===== src/rtl/pwb_pkg.sv =====
package pwb_pkg;

    typedef enum logic [2:0] {
        ST_IDLE,
        ST_GUARD,
        ST_PAUSE,
        ST_MARK,
        ST_TAIL
    } pwb_state_e;

endpackage


===== src/rtl/pwb_gap_meter.sv =====
// Counts idle ticks since the end of the last frame, saturating at the guard.
module pwb_gap_meter #(
    parameter int GUARD_T = 330,
    localparam int GAP_W  = $clog2(GUARD_T + 1)
) (
    input  logic             clk,
    input  logic             rst_n,
    input  logic             tick,
    input  logic             count_en,
    input  logic             clear,
    output logic [GAP_W-1:0] gap_room
);

    logic [GAP_W-1:0] gap_d, gap_q;

    always_comb begin
        gap_d = gap_q;
        if (clear) begin
            gap_d = '0;
        end else if (count_en && tick && (gap_q < GAP_W'(GUARD_T))) begin
            gap_d = gap_q + 1'b1;
        end
        gap_room = GAP_W'(GUARD_T) - gap_d;
    end

    always_ff @(posedge clk) begin
        if (!rst_n) gap_q <= '0;
        else        gap_q <= gap_d;
    end

    a_r3_gap_saturates: assert property (@(posedge clk) disable iff (!rst_n)
        gap_q <= GAP_W'(GUARD_T));

    a_r3_gap_holds_when_busy: assert property (@(posedge clk) disable iff (!rst_n)
        (!count_en && !clear) |=> $stable(gap_q));

endmodule


===== src/rtl/pwb_deadline.sv =====
// Running tick timestamp with an accumulating deadline.
module pwb_deadline #(
    parameter int TS_W = 13
) (
    input  logic            clk,
    input  logic            rst_n,
    input  logic            tick,
    input  logic            active,
    input  logic            restart,
    input  logic            extend,
    input  logic [TS_W-1:0] amt,
    output logic            expire
);

    typedef struct packed {
        logic [TS_W-1:0] ts;
        logic [TS_W-1:0] due;
    } tm_t;

    tm_t tm_d, tm_q;

    always_comb begin
        tm_d   = tm_q;
        expire = active && tick && ((tm_q.ts + 1'b1) == tm_q.due);
        if (restart) begin
            tm_d.ts  = '0;
            tm_d.due = amt;
        end else begin
            if (active && tick) tm_d.ts = tm_q.ts + 1'b1;
            if (extend)         tm_d.due = tm_q.due + amt;
        end
    end

    always_ff @(posedge clk) begin
        if (!rst_n) tm_q <= '0;
        else        tm_q <= tm_d;
    end

    a_r12_ts_behind_due: assert property (@(posedge clk) disable iff (!rst_n)
        active |-> (tm_q.ts < tm_q.due));

    a_r12_ts_only_on_tick: assert property (@(posedge clk) disable iff (!rst_n)
        (active && !tick && !restart) |=> $stable(tm_q.ts));

endmodule


===== src/rtl/pwb_tx.sv =====
module pwb_tx #(
    parameter int WORD_W  = 32,
    parameter int GUARD_T = 330,
    parameter int PAUSE_T = 30,
    parameter int ONE_T   = 150,
    parameter int ZERO_T  = 90,
    localparam int LEN_W  = $clog2(WORD_W + 1),
    localparam int TS_W   = $clog2(GUARD_T + WORD_W * ONE_T + PAUSE_T + 1),
    localparam int GAP_W  = $clog2(GUARD_T + 1)
) (
    input  logic              clk,
    input  logic              rst_n,
    input  logic              tick_en,
    input  logic              start,
    input  logic [WORD_W-1:0] frame_word,
    input  logic [LEN_W-1:0]  frame_len,
    input  logic              ks_bit,
    output logic              ks_adv,
    output logic              busy,
    output logic              done,
    output logic              line_out
);
    import pwb_pkg::*;

    typedef struct packed {
        pwb_state_e        state;
        logic [WORD_W-1:0] shreg;
        logic [LEN_W-1:0]  left;
        logic              adv;
        logic              done;
    } tx_t;

    tx_t r_d, r_q;

    logic             expire;
    logic             restart;
    logic             extend;
    logic [TS_W-1:0]  amt;
    logic             gap_clear;
    logic [GAP_W-1:0] gap_room;
    logic [LEN_W-1:0] eff_len;
    logic             air;

    pwb_gap_meter #(.GUARD_T(GUARD_T)) u_gap (
        .clk      (clk),
        .rst_n    (rst_n),
        .tick     (tick_en),
        .count_en (!busy),
        .clear    (gap_clear),
        .gap_room (gap_room)
    );

    pwb_deadline #(.TS_W(TS_W)) u_dl (
        .clk     (clk),
        .rst_n   (rst_n),
        .tick    (tick_en),
        .active  (busy),
        .restart (restart),
        .extend  (extend),
        .amt     (amt),
        .expire  (expire)
    );

    always_comb begin
        r_d       = r_q;
        r_d.adv   = 1'b0;
        r_d.done  = 1'b0;
        restart   = 1'b0;
        extend    = 1'b0;
        amt       = '0;
        gap_clear = 1'b0;
        eff_len   = (frame_len > LEN_W'(WORD_W)) ? LEN_W'(WORD_W) : frame_len;
        air       = r_q.shreg[0] ^ ks_bit;

        case (r_q.state)
            ST_IDLE: begin
                if (start) begin
                    if (eff_len == '0) begin
                        r_d.done = 1'b1;
                    end else begin
                        r_d.shreg = frame_word;
                        r_d.left  = eff_len;
                        restart   = 1'b1;
                        if (gap_room == '0) begin
                            r_d.state = ST_PAUSE;
                            amt       = TS_W'(PAUSE_T);
                        end else begin
                            r_d.state = ST_GUARD;
                            amt       = TS_W'(gap_room);
                        end
                    end
                end
            end
            ST_GUARD: begin
                if (expire) begin
                    r_d.state = ST_PAUSE;
                    extend    = 1'b1;
                    amt       = TS_W'(PAUSE_T);
                end
            end
            ST_PAUSE: begin
                if (expire) begin
                    r_d.state = ST_MARK;
                    extend    = 1'b1;
                    amt       = air ? TS_W'(ONE_T - PAUSE_T) : TS_W'(ZERO_T - PAUSE_T);
                end
            end
            ST_MARK: begin
                if (expire) begin
                    r_d.adv   = 1'b1;
                    r_d.shreg = r_q.shreg >> 1;
                    r_d.left  = r_q.left - 1'b1;
                    extend    = 1'b1;
                    amt       = TS_W'(PAUSE_T);
                    r_d.state = (r_q.left == LEN_W'(1)) ? ST_TAIL : ST_PAUSE;
                end
            end
            ST_TAIL: begin
                if (expire) begin
                    r_d.state = ST_IDLE;
                    r_d.done  = 1'b1;
                    gap_clear = 1'b1;
                end
            end
            default: r_d.state = ST_IDLE;
        endcase
    end

    always_ff @(posedge clk) begin
        if (!rst_n) begin
            r_q.state <= ST_IDLE;
            r_q.shreg <= '0;
            r_q.left  <= '0;
            r_q.adv   <= 1'b0;
            r_q.done  <= 1'b0;
        end else begin
            r_q <= r_d;
        end
    end

    assign busy     = (r_q.state != ST_IDLE);
    assign line_out = !((r_q.state == ST_PAUSE) || (r_q.state == ST_TAIL));
    assign ks_adv   = r_q.adv;
    assign done     = r_q.done;

    // Checker state: ticks spent with the line low in the current pause.
    logic [TS_W-1:0] low_ticks_q;
    always_ff @(posedge clk) begin
        if (!rst_n || line_out) low_ticks_q <= '0;
        else if (tick_en)       low_ticks_q <= low_ticks_q + 1'b1;
    end

    a_r1_idle_high: assert property (@(posedge clk) disable iff (!rst_n)
        !busy |-> (line_out && !ks_adv));

    a_r4_pause_bound: assert property (@(posedge clk) disable iff (!rst_n)
        low_ticks_q <= TS_W'(PAUSE_T));

    a_r7_adv_after_mark: assert property (@(posedge clk) disable iff (!rst_n)
        ks_adv |-> (r_q.state == ST_PAUSE || r_q.state == ST_TAIL));

    a_r8_done_idle: assert property (@(posedge clk) disable iff (!rst_n)
        done |-> !busy);

    a_r9_start_ignored: assert property (@(posedge clk) disable iff (!rst_n)
        (busy && start && r_q.state != ST_MARK) |=> $stable(r_q.left));

endmodule


===== config.mk =====
export PLATFORM = sky130hd
export DESIGN_NAME = pwb_tx
export DESIGN_NICKNAME = d
export VERILOG_FILES = /design/src/rtl/pwb_pkg.sv /design/src/rtl/pwb_gap_meter.sv /design/src/rtl/pwb_deadline.sv /design/src/rtl/pwb_tx.sv
export SDC_FILE = /design/constraint.sdc
export NUM_CORES = 1
export LEC_CHECK = 0
export ABC_AREA = 1
export CORE_MARGIN = 1.5
export CORE_UTILIZATION = 48
export CTS_CLUSTER_SIZE = 20
export DETAILED_ROUTE_END_ITERATION = 16
export DONT_BUFFER_PORTS = 1
export HOLD_SLACK_MARGIN = 0.12
export PLACE_DENSITY = 0.64
export SLEW_MARGIN = 20
export SYNTH_ARGS = -nofsm -noshare
export SYNTH_HDL_FRONTEND = slang
export SYNTH_HIERARCHICAL = 1
export SYNTH_SLANG_ARGS = --single-unit

===== constraint.sdc =====
create_clock -name clk -period 6.07 [get_ports clk]
set_clock_uncertainty 0.1 [all_clocks]
set_input_delay 0.9105 -clock clk [delete_from_list [all_inputs] [get_ports clk]]
set_output_delay 0.9105 -clock clk [all_outputs]
set_load 0.02 [all_outputs]

# --- After elaboration in Yosys (flattened, before gate mapping) ---
# Index checks and enable logic that the tools add are counted.
word_totals:
  inputBits: 43
  ff_bits: 78
  output_inout_bits: 4
  wordCells: 79
op_classes:
  reduce_logical: 19
  order_cmp: 2
  n_bitwise: 2
  n_eq_ne: 12
  addsub: 5
  n_mux: 31
ops:
  columns: ["op", "n"]
  rows:
  - ["41-bit two-way mux", 2]
  - ["38-bit case mux with 2 select lines", 1]
  - ["13-bit two-way mux", 4]
  - ["42-bit two-way mux", 1]
  - ["13-bit case mux with 3 select lines", 1]
  - ["9-bit two-way mux", 3]
  - ["3-bit case mux with 5 select lines", 1]
  - ["7-bit two-way mux", 2]
  - ["13-bit by 1-bit adder with 13-bit output (second input constant)", 1]
  - ["13-bit adder", 1]
  - ["13-bit == test", 1]
  - ["3-bit two-way mux", 4]
  - ["2-bit inequality test (second input constant)", 6]
  - ["9-bit by 1-bit adder with 9-bit output (second input constant)", 1]
  - ["9-bit logical NOT", 1]
  - ["9-bit < comparator (second input constant)", 1]
  - ["9-bit subtractor (first input constant)", 1]
  - ["1-bit two-way mux", 8]
  - ["3-bit by 2-bit == test with 1-bit output (second input constant)", 2]
  - ["6-bit by 1-bit == test with 1-bit output (second input constant)", 1]
  - ["6-bit greater-than comparator (second input constant)", 1]
  - ["6-bit logical NOT", 1]
  - ["6-bit two-way mux", 1]
  - ["6-bit AND reduction", 1]
  - ["18 further kinds", 24]

# --- Longest topological paths before layout ---
depth:
  ltp_word: 15
  mapped_depth: 41
  ltp_nobuf: 41

# --- Modules after synthesis ---
# The synthesis kept the hierarchy.
by_module_without_submodules:
  columns: ["mod", "area_per_inst_um2", "cells_each", "seq_area_each_um2", "n_inst"]
  rows:
  - ["pwb_tx", 2601.2, 453, 860.8, 1]
  - ["pwb_deadline", 2147.1, 334, 520.5, 1]
  - ["pwb_gap_meter", 799.5, 136, 180.2, 1]

# --- Worst setup path after synthesis ---
# Ideal clock, no wire load.
synth_timing:
  path_kind: "in2reg"
  startpoint: "input tick_en"
  endpoint: "register u_dl/tm_q[7] in the netlist's numbering"
  t_required_ns: 5.900
  setup_slack_ns: 1.135
  path_buffers: 0
  path_stages: 32
  arrival_ns: 4.765
  setup_ns: 0.070
  cell_sequence: "nand2_1 > inv_1 > nand3_1 > nor2_1 > nand3_1 > nor3_1 > nand4_1 > nor3_2 > nand2_1 > inv_1 > inv_1 > nand2_1 > nor2_2 > ha_1 > inv_1 > nand2_1 > nand2_2 > nand2_1 > nand2_1 > nand2_1 > nor3_1 > inv_1 > nor2_1 > nor2_1 > o21ai_0 > ha_1 > nand3_1 > nand2_1 > a21oi_1 > xnor2_1 > nand2_1 > a21oi_1"
synth_via:
  elab_chain_cells: 14
  elab_cells_between_ends: 21
  cone_classes: "add/sub: 2; mux: 13; reduce/logical: 6"
synth_lines:
  columns: ["item", "line_no", "source"]
  rows:
  - ["from (decl)", "pwb_tx.sv:13", "input logic tick_en,"]
  - ["1-bit logical AND (2 in a row)", "pwb_deadline.sv:24", "expire = active && tick && ((tm_q.ts + 1'b1) == tm_q.due);"]
  - ["via expire", "pwb_tx.sv:35", "logic expire;"]
  - ["1-bit two-way mux", "pwb_tx.sv:119", "if (expire) begin"]
  - ["1-bit two-way mux", "pwb_tx.sv:75", "case (r_q.state)"]
  - ["via gap_clear", "pwb_tx.sv:39", "logic gap_clear;"]
  - ["9-bit two-way mux", "pwb_gap_meter.sv:18", "if (clear) begin"]
  - ["via u_gap.gap_d[1]", "pwb_gap_meter.sv:14", "logic [GAP_W-1:0] gap_d, gap_q;"]
  - ["9-bit subtractor", "pwb_gap_meter.sv:23", "gap_room = GAP_W'(GUARD_T) - gap_d;"]
  - ["via gap_room[6]", "pwb_tx.sv:40", "logic [GAP_W-1:0] gap_room;"]
  - ["[1 not listed]", null, null]
  - ["9-bit two-way mux", "pwb_tx.sv:84", "if (gap_room == '0) begin"]
  - ["13-bit two-way mux", "pwb_tx.sv:78", "if (eff_len == '0) begin"]
  - ["13-bit two-way mux", "pwb_tx.sv:77", "if (start) begin"]
  - ["13-bit case mux with 3 select lines", "pwb_tx.sv:75", null]
  - ["via amt[1]", "pwb_tx.sv:38", "logic [TS_W-1:0] amt;"]
  - ["13-bit adder", "pwb_deadline.sv:30", "if (extend) tm_d.due = tm_q.due + amt;"]
  - ["13-bit two-way mux", "pwb_deadline.sv:30", null]
  - ["13-bit two-way mux", "pwb_deadline.sv:25", "if (restart) begin"]
  - ["to (signal assigned)", "pwb_deadline.sv:36", "else tm_q <= tm_d;"]
  - ["to (decl)", "pwb_deadline.sv:20", "tm_t tm_d, tm_q;"]
# The timed path passes the listed nets, and every way through them passes these cells. The select of a mux whose other input is x is not followed.
# A chain may end at the register's enable or synchronous reset.

# --- Worst setup path in the final report ---
layout_timing:
  startpoint: "register u_dl/tm_q[13] in the netlist's numbering"
  endpoint: "register u_dl/tm_q[7] in the netlist's numbering"
layout_via:
  elab_chain_cells: 15
  elab_cells_between_ends: 19
  cone_classes: "add/sub: 3; eq/ne: 1; mux: 12; reduce/logical: 3"
layout_lines:
  columns: ["item", "line_no"]
  rows:
  - ["13-bit by 1-bit adder with 13-bit output", "pwb_deadline.sv:24"]
  - ["13-bit == test", "pwb_deadline.sv:24"]
  - ["1-bit logical AND", "pwb_deadline.sv:24"]
  - ["via expire", "pwb_tx.sv:35"]
  - ["1-bit two-way mux", "pwb_tx.sv:119"]
  - ["1-bit two-way mux", "pwb_tx.sv:75"]
  - ["via gap_clear", "pwb_tx.sv:39"]
  - ["9-bit two-way mux", "pwb_gap_meter.sv:18"]
  - ["via u_gap.gap_d[1]", "pwb_gap_meter.sv:14"]
  - ["[1 not listed]", null]
  - ["via gap_room[6]", "pwb_tx.sv:40"]
  - ["[1 not listed]", null]
  - ["9-bit two-way mux", "pwb_tx.sv:84"]
  - ["13-bit two-way mux", "pwb_tx.sv:78"]
  - ["13-bit two-way mux", "pwb_tx.sv:77"]
  - ["13-bit case mux with 3 select lines", "pwb_tx.sv:75"]
  - ["via amt[2]", "pwb_tx.sv:38"]
  - ["13-bit adder", "pwb_deadline.sv:30"]
  - ["13-bit two-way mux", "pwb_deadline.sv:30"]
  - ["13-bit two-way mux", "pwb_deadline.sv:25"]
# The timed path passes the listed nets, and every way through them passes these cells. The select of a mux whose other input is x is not followed.

==> summary.md <==
| Metric | Value |
|---|---|
| Status | `finished, final reports clean` |
| CTS tree | `yes` |
| WS Path Type | `flip-flop to flip-flop` |
| WP data arrival | `5550 ps` |
| Netlist Area Pre-Place | `5550 sq um` |
| Std-Cell Rows | `39` |
| Vias in the first global route | `4896` |
| Total CTS buffers | `9` |
| Clock Latency Late Sink | `350 ps` |
| Least-Margin Pin Slew | `994 ps` |
| Metal-1 WL | `6.59 mm` |
| Die Area | `12200 sq um` |
| CTS H-tree lvls | `3` |
| First-pass GRT wire length | `22.4 mm` |
| Post-DR wirelength/cell | `12.0 microns` |
| Min Clock Period, post-route | `5380 ps` |
| Final Setup Violations | `0` |
| Initial antenna violation count | `0` |
| Max Root-Sink Buffers | `2` |
| Most frequent cell after synthesis | `nand2_1` |
| ANT cells | `0` |
| Share of flip-flops with an asynchronous set or reset | `0%` |
| DR DRC count | `0` |
| Post-synth cell types | `39` |
| Pleak | `2.92 nW` |
| DR top layer | `met4` |
| Post-synth EDFFs | `0` |
| Via-to-Cell Ratio | `5.04` |
| FF+latch count, synth | `78` |
| Worst path required time | `6240 ps` |
| Area growth syn-to-layout | `7.49%` |
| Yosys top cell area share | `28.1%` |
| Max VDD drop | `0.000256 V` |
| Finished Core Util | `52.7%` |
| Critical Path Max Stage Delay | `490 ps` |
| Slowest CP cell | `dfxtp_1` |
| Proportion of layout cells with a drive suffix above 1 | `6.64%` |
| Initial Util | `49.0%` |
| Final HPWL DP | `9.32 mm` |
| Startpoint types | `flip-flop` |
| Pins Over Slew Limit | `0` |
| Worst Hold Class | `flip-flop to flip-flop` |
| Final hold vios | `0` |
| Max transition margin | `33.5%` |
| Post-synth top area cell | `dfxtp_1` |
| Leading post-synthesis cells by cell area | `dfxtp_1 28%, nand2_1 18%, nor2_1 9.5%` |
| TritonCTS sink count | `78` |
| Post-Syn Instances | `923` |
| Top cells by count, synth | `267 x nand2_1, 141 x nor2_1, 115 x inv_1, 78 x dfxtp_1` |
| Post-DRT Antenna Nets | `0` |
| RePlAce Congestion | `0.869` |
| Critical Path Sink Type | `flip-flop` |
| Post-Route Setup TNS | `0 ps` |
| Die X | `111 microns` |
| Largest net degree at the start of global routing | `67` |
| Ports | `47` |
| Met2 WL | `5.44 mm` |
| Sequential share of the synthesized area | `28.1%` |
| Crit Path Max Fanout | `9` |
| RSZ-0062 raised after global routing | `no` |
| Final period util | `88.7%` |
| Wire length on met3 | `528 microns` |
| Max Cap Viol | `0` |
| Root Buffer | `clkbuf_16` |
| Fin nets | `975` |
| Initial detailed-routing violation count | `308` |
| Synth Flop Type | `dfxtp_1` |
| CORE AREA | `11300 sq um` |
| Vias | `5351` |
| IO buf count | `0` |
| Power per Cell Area | `416 nW/um^2` |
| Setup Buffers After CTS | `0` |
| Achievable clock frequency | `186 MHz` |
| WL final | `12.8 mm` |
| Grt total ovfl | `0` |
| Gr usage total | `22.0%` |
| Reg clk slew, reported paths | `70 ps` |
| Avg Synthesized Cell Area | `6.01 sq um` |
| Pre-antenna DRT Iters | `5` |
| Synth warn | `6` |
| Die height | `111 microns` |
| Worst path most repeated cell | `nand2_1` |
[final cells by class]
| cell class | count | area (sq um) |
|---|---|---|
| fillers | 1205 | 5360 |
| flip-flops and latches | 78 | 1560 |
| clock inverters | 6 | 92.6 |
| repair buffers | 4 | 30.0 |
| well taps | 143 | 179 |
| inverters | 127 | 479 |
| clock buffers | 10 | 239 |
| multi-input cells | 694 | 3380 |
[power by group]
| part | internal [W] | switching, W | total (W) |
|---|---|---|---|
| combinational | 0.000370 | 0.000698 | 0.00107 |
| clock | 0.000374 | 0.000233 | 0.000606 |
| sequential | 0.000689 | 0.000115 | 0.000804 |
| total | 0.00143 | 0.00105 | 0.00248 |
[state kept, by name, summed over array words and instances (netlist names)]
signal,count
u_gap/gap_q,9
done,1
u_dl/tm_q,26
r_q,41
ks_adv,1
[path summary, 6_finish.rpt]
kind	startpoint	to	slack (ps)	depth (start not counted)
worst max-delay path	u_dl/tm_q[13]	u_dl/tm_q[7]	690	34
worst min-delay path	r_q[20]	r_q[20]	410	4
worst max register to register	u_dl/tm_q[13]	u_dl/tm_q[7]	690	34
worst min register to register	r_q[20]	r_q[20]	410	4
[layer usage]
layer | global-route usage [%] | vias to the layer above
li1 | - | 2886
met1 | 30.8 | 2358
met2 | 33.9 | 93
met3 | 3.73 | 14
met4 | 8.03 | 0
met5 | 0 | -
[per-stage QoR]
step / setup WS (ps) / instances / instance area [sq um] / power, W / hold WS [ps]
after global placement: 677 / 1046 / 5630 / 0.00188 / 404
after CTS: 655 / 1062 / 5960 / 0.00249 / 414
final: 688 / 1062 / 5960 / 0.00248 / 415
after global routing: 2.59 / 1062 / 5960 / 0.00273 / 440
after floorplan: 1130 / 930 / 5570 / 0.00172 / 373
after detailed placement: 578 / 1046 / 5630 / 0.00188 / 404
[kinds of logic after synthesis]
family,Yosys count,synth area share [%]
AO/OA/AOI/OAI,125,12.2
XOR/XNOR,18,3.38
adder cells (fa/ha/maj),18,4.19
buffers and inverters,158,11.4
flip-flops,78,28.1
other,1,0.0676
AND/OR/NAND/NOR,525,40.6
[placed cells by master (no fill, tap or decap), types with 4 or more instances in the layout]
cell / synthesis / final
a21oi_1: 40 / 40
a22oi_1: 9 / 9
a31oi_1: 5 / 5
buf_4: 8 / 4
clkbuf_16: 0 / 9
conb_1: 1 / 8
dfxtp_1: 78 / 78
ha_1: 17 / 17
inv_1: 115 / 115
inv_2: 8 / 8
nand2_1: 267 / 267
nand2_2: 12 / 12
nand3_1: 63 / 63
nand3_2: 4 / 4
nand3b_1: 4 / 4
nand4_1: 15 / 15
nor2_1: 141 / 140
nor2_2: 5 / 6
nor3_1: 6 / 6
o21ai_0: 63 / 62
xnor2_1: 5 / 5
xor2_1: 11 / 11
[worst max-delay path: cells and delay by family (launching register included)]
kind	cells	cell delay (ps)
and+or+nand+nor	20	2120
adders and majority gates	3	840
buffers and inverters	6	820
AOI/OAI and AO/OA	4	780
DFF	1	490
xor gates and xnor gates	1	140
[what timing repair did]
item                       CTS  global route
setup endpoints to repair    0             6
resized for setup            0             2
hold buffers                 0             0
Power figures use the tool's default switching activity.
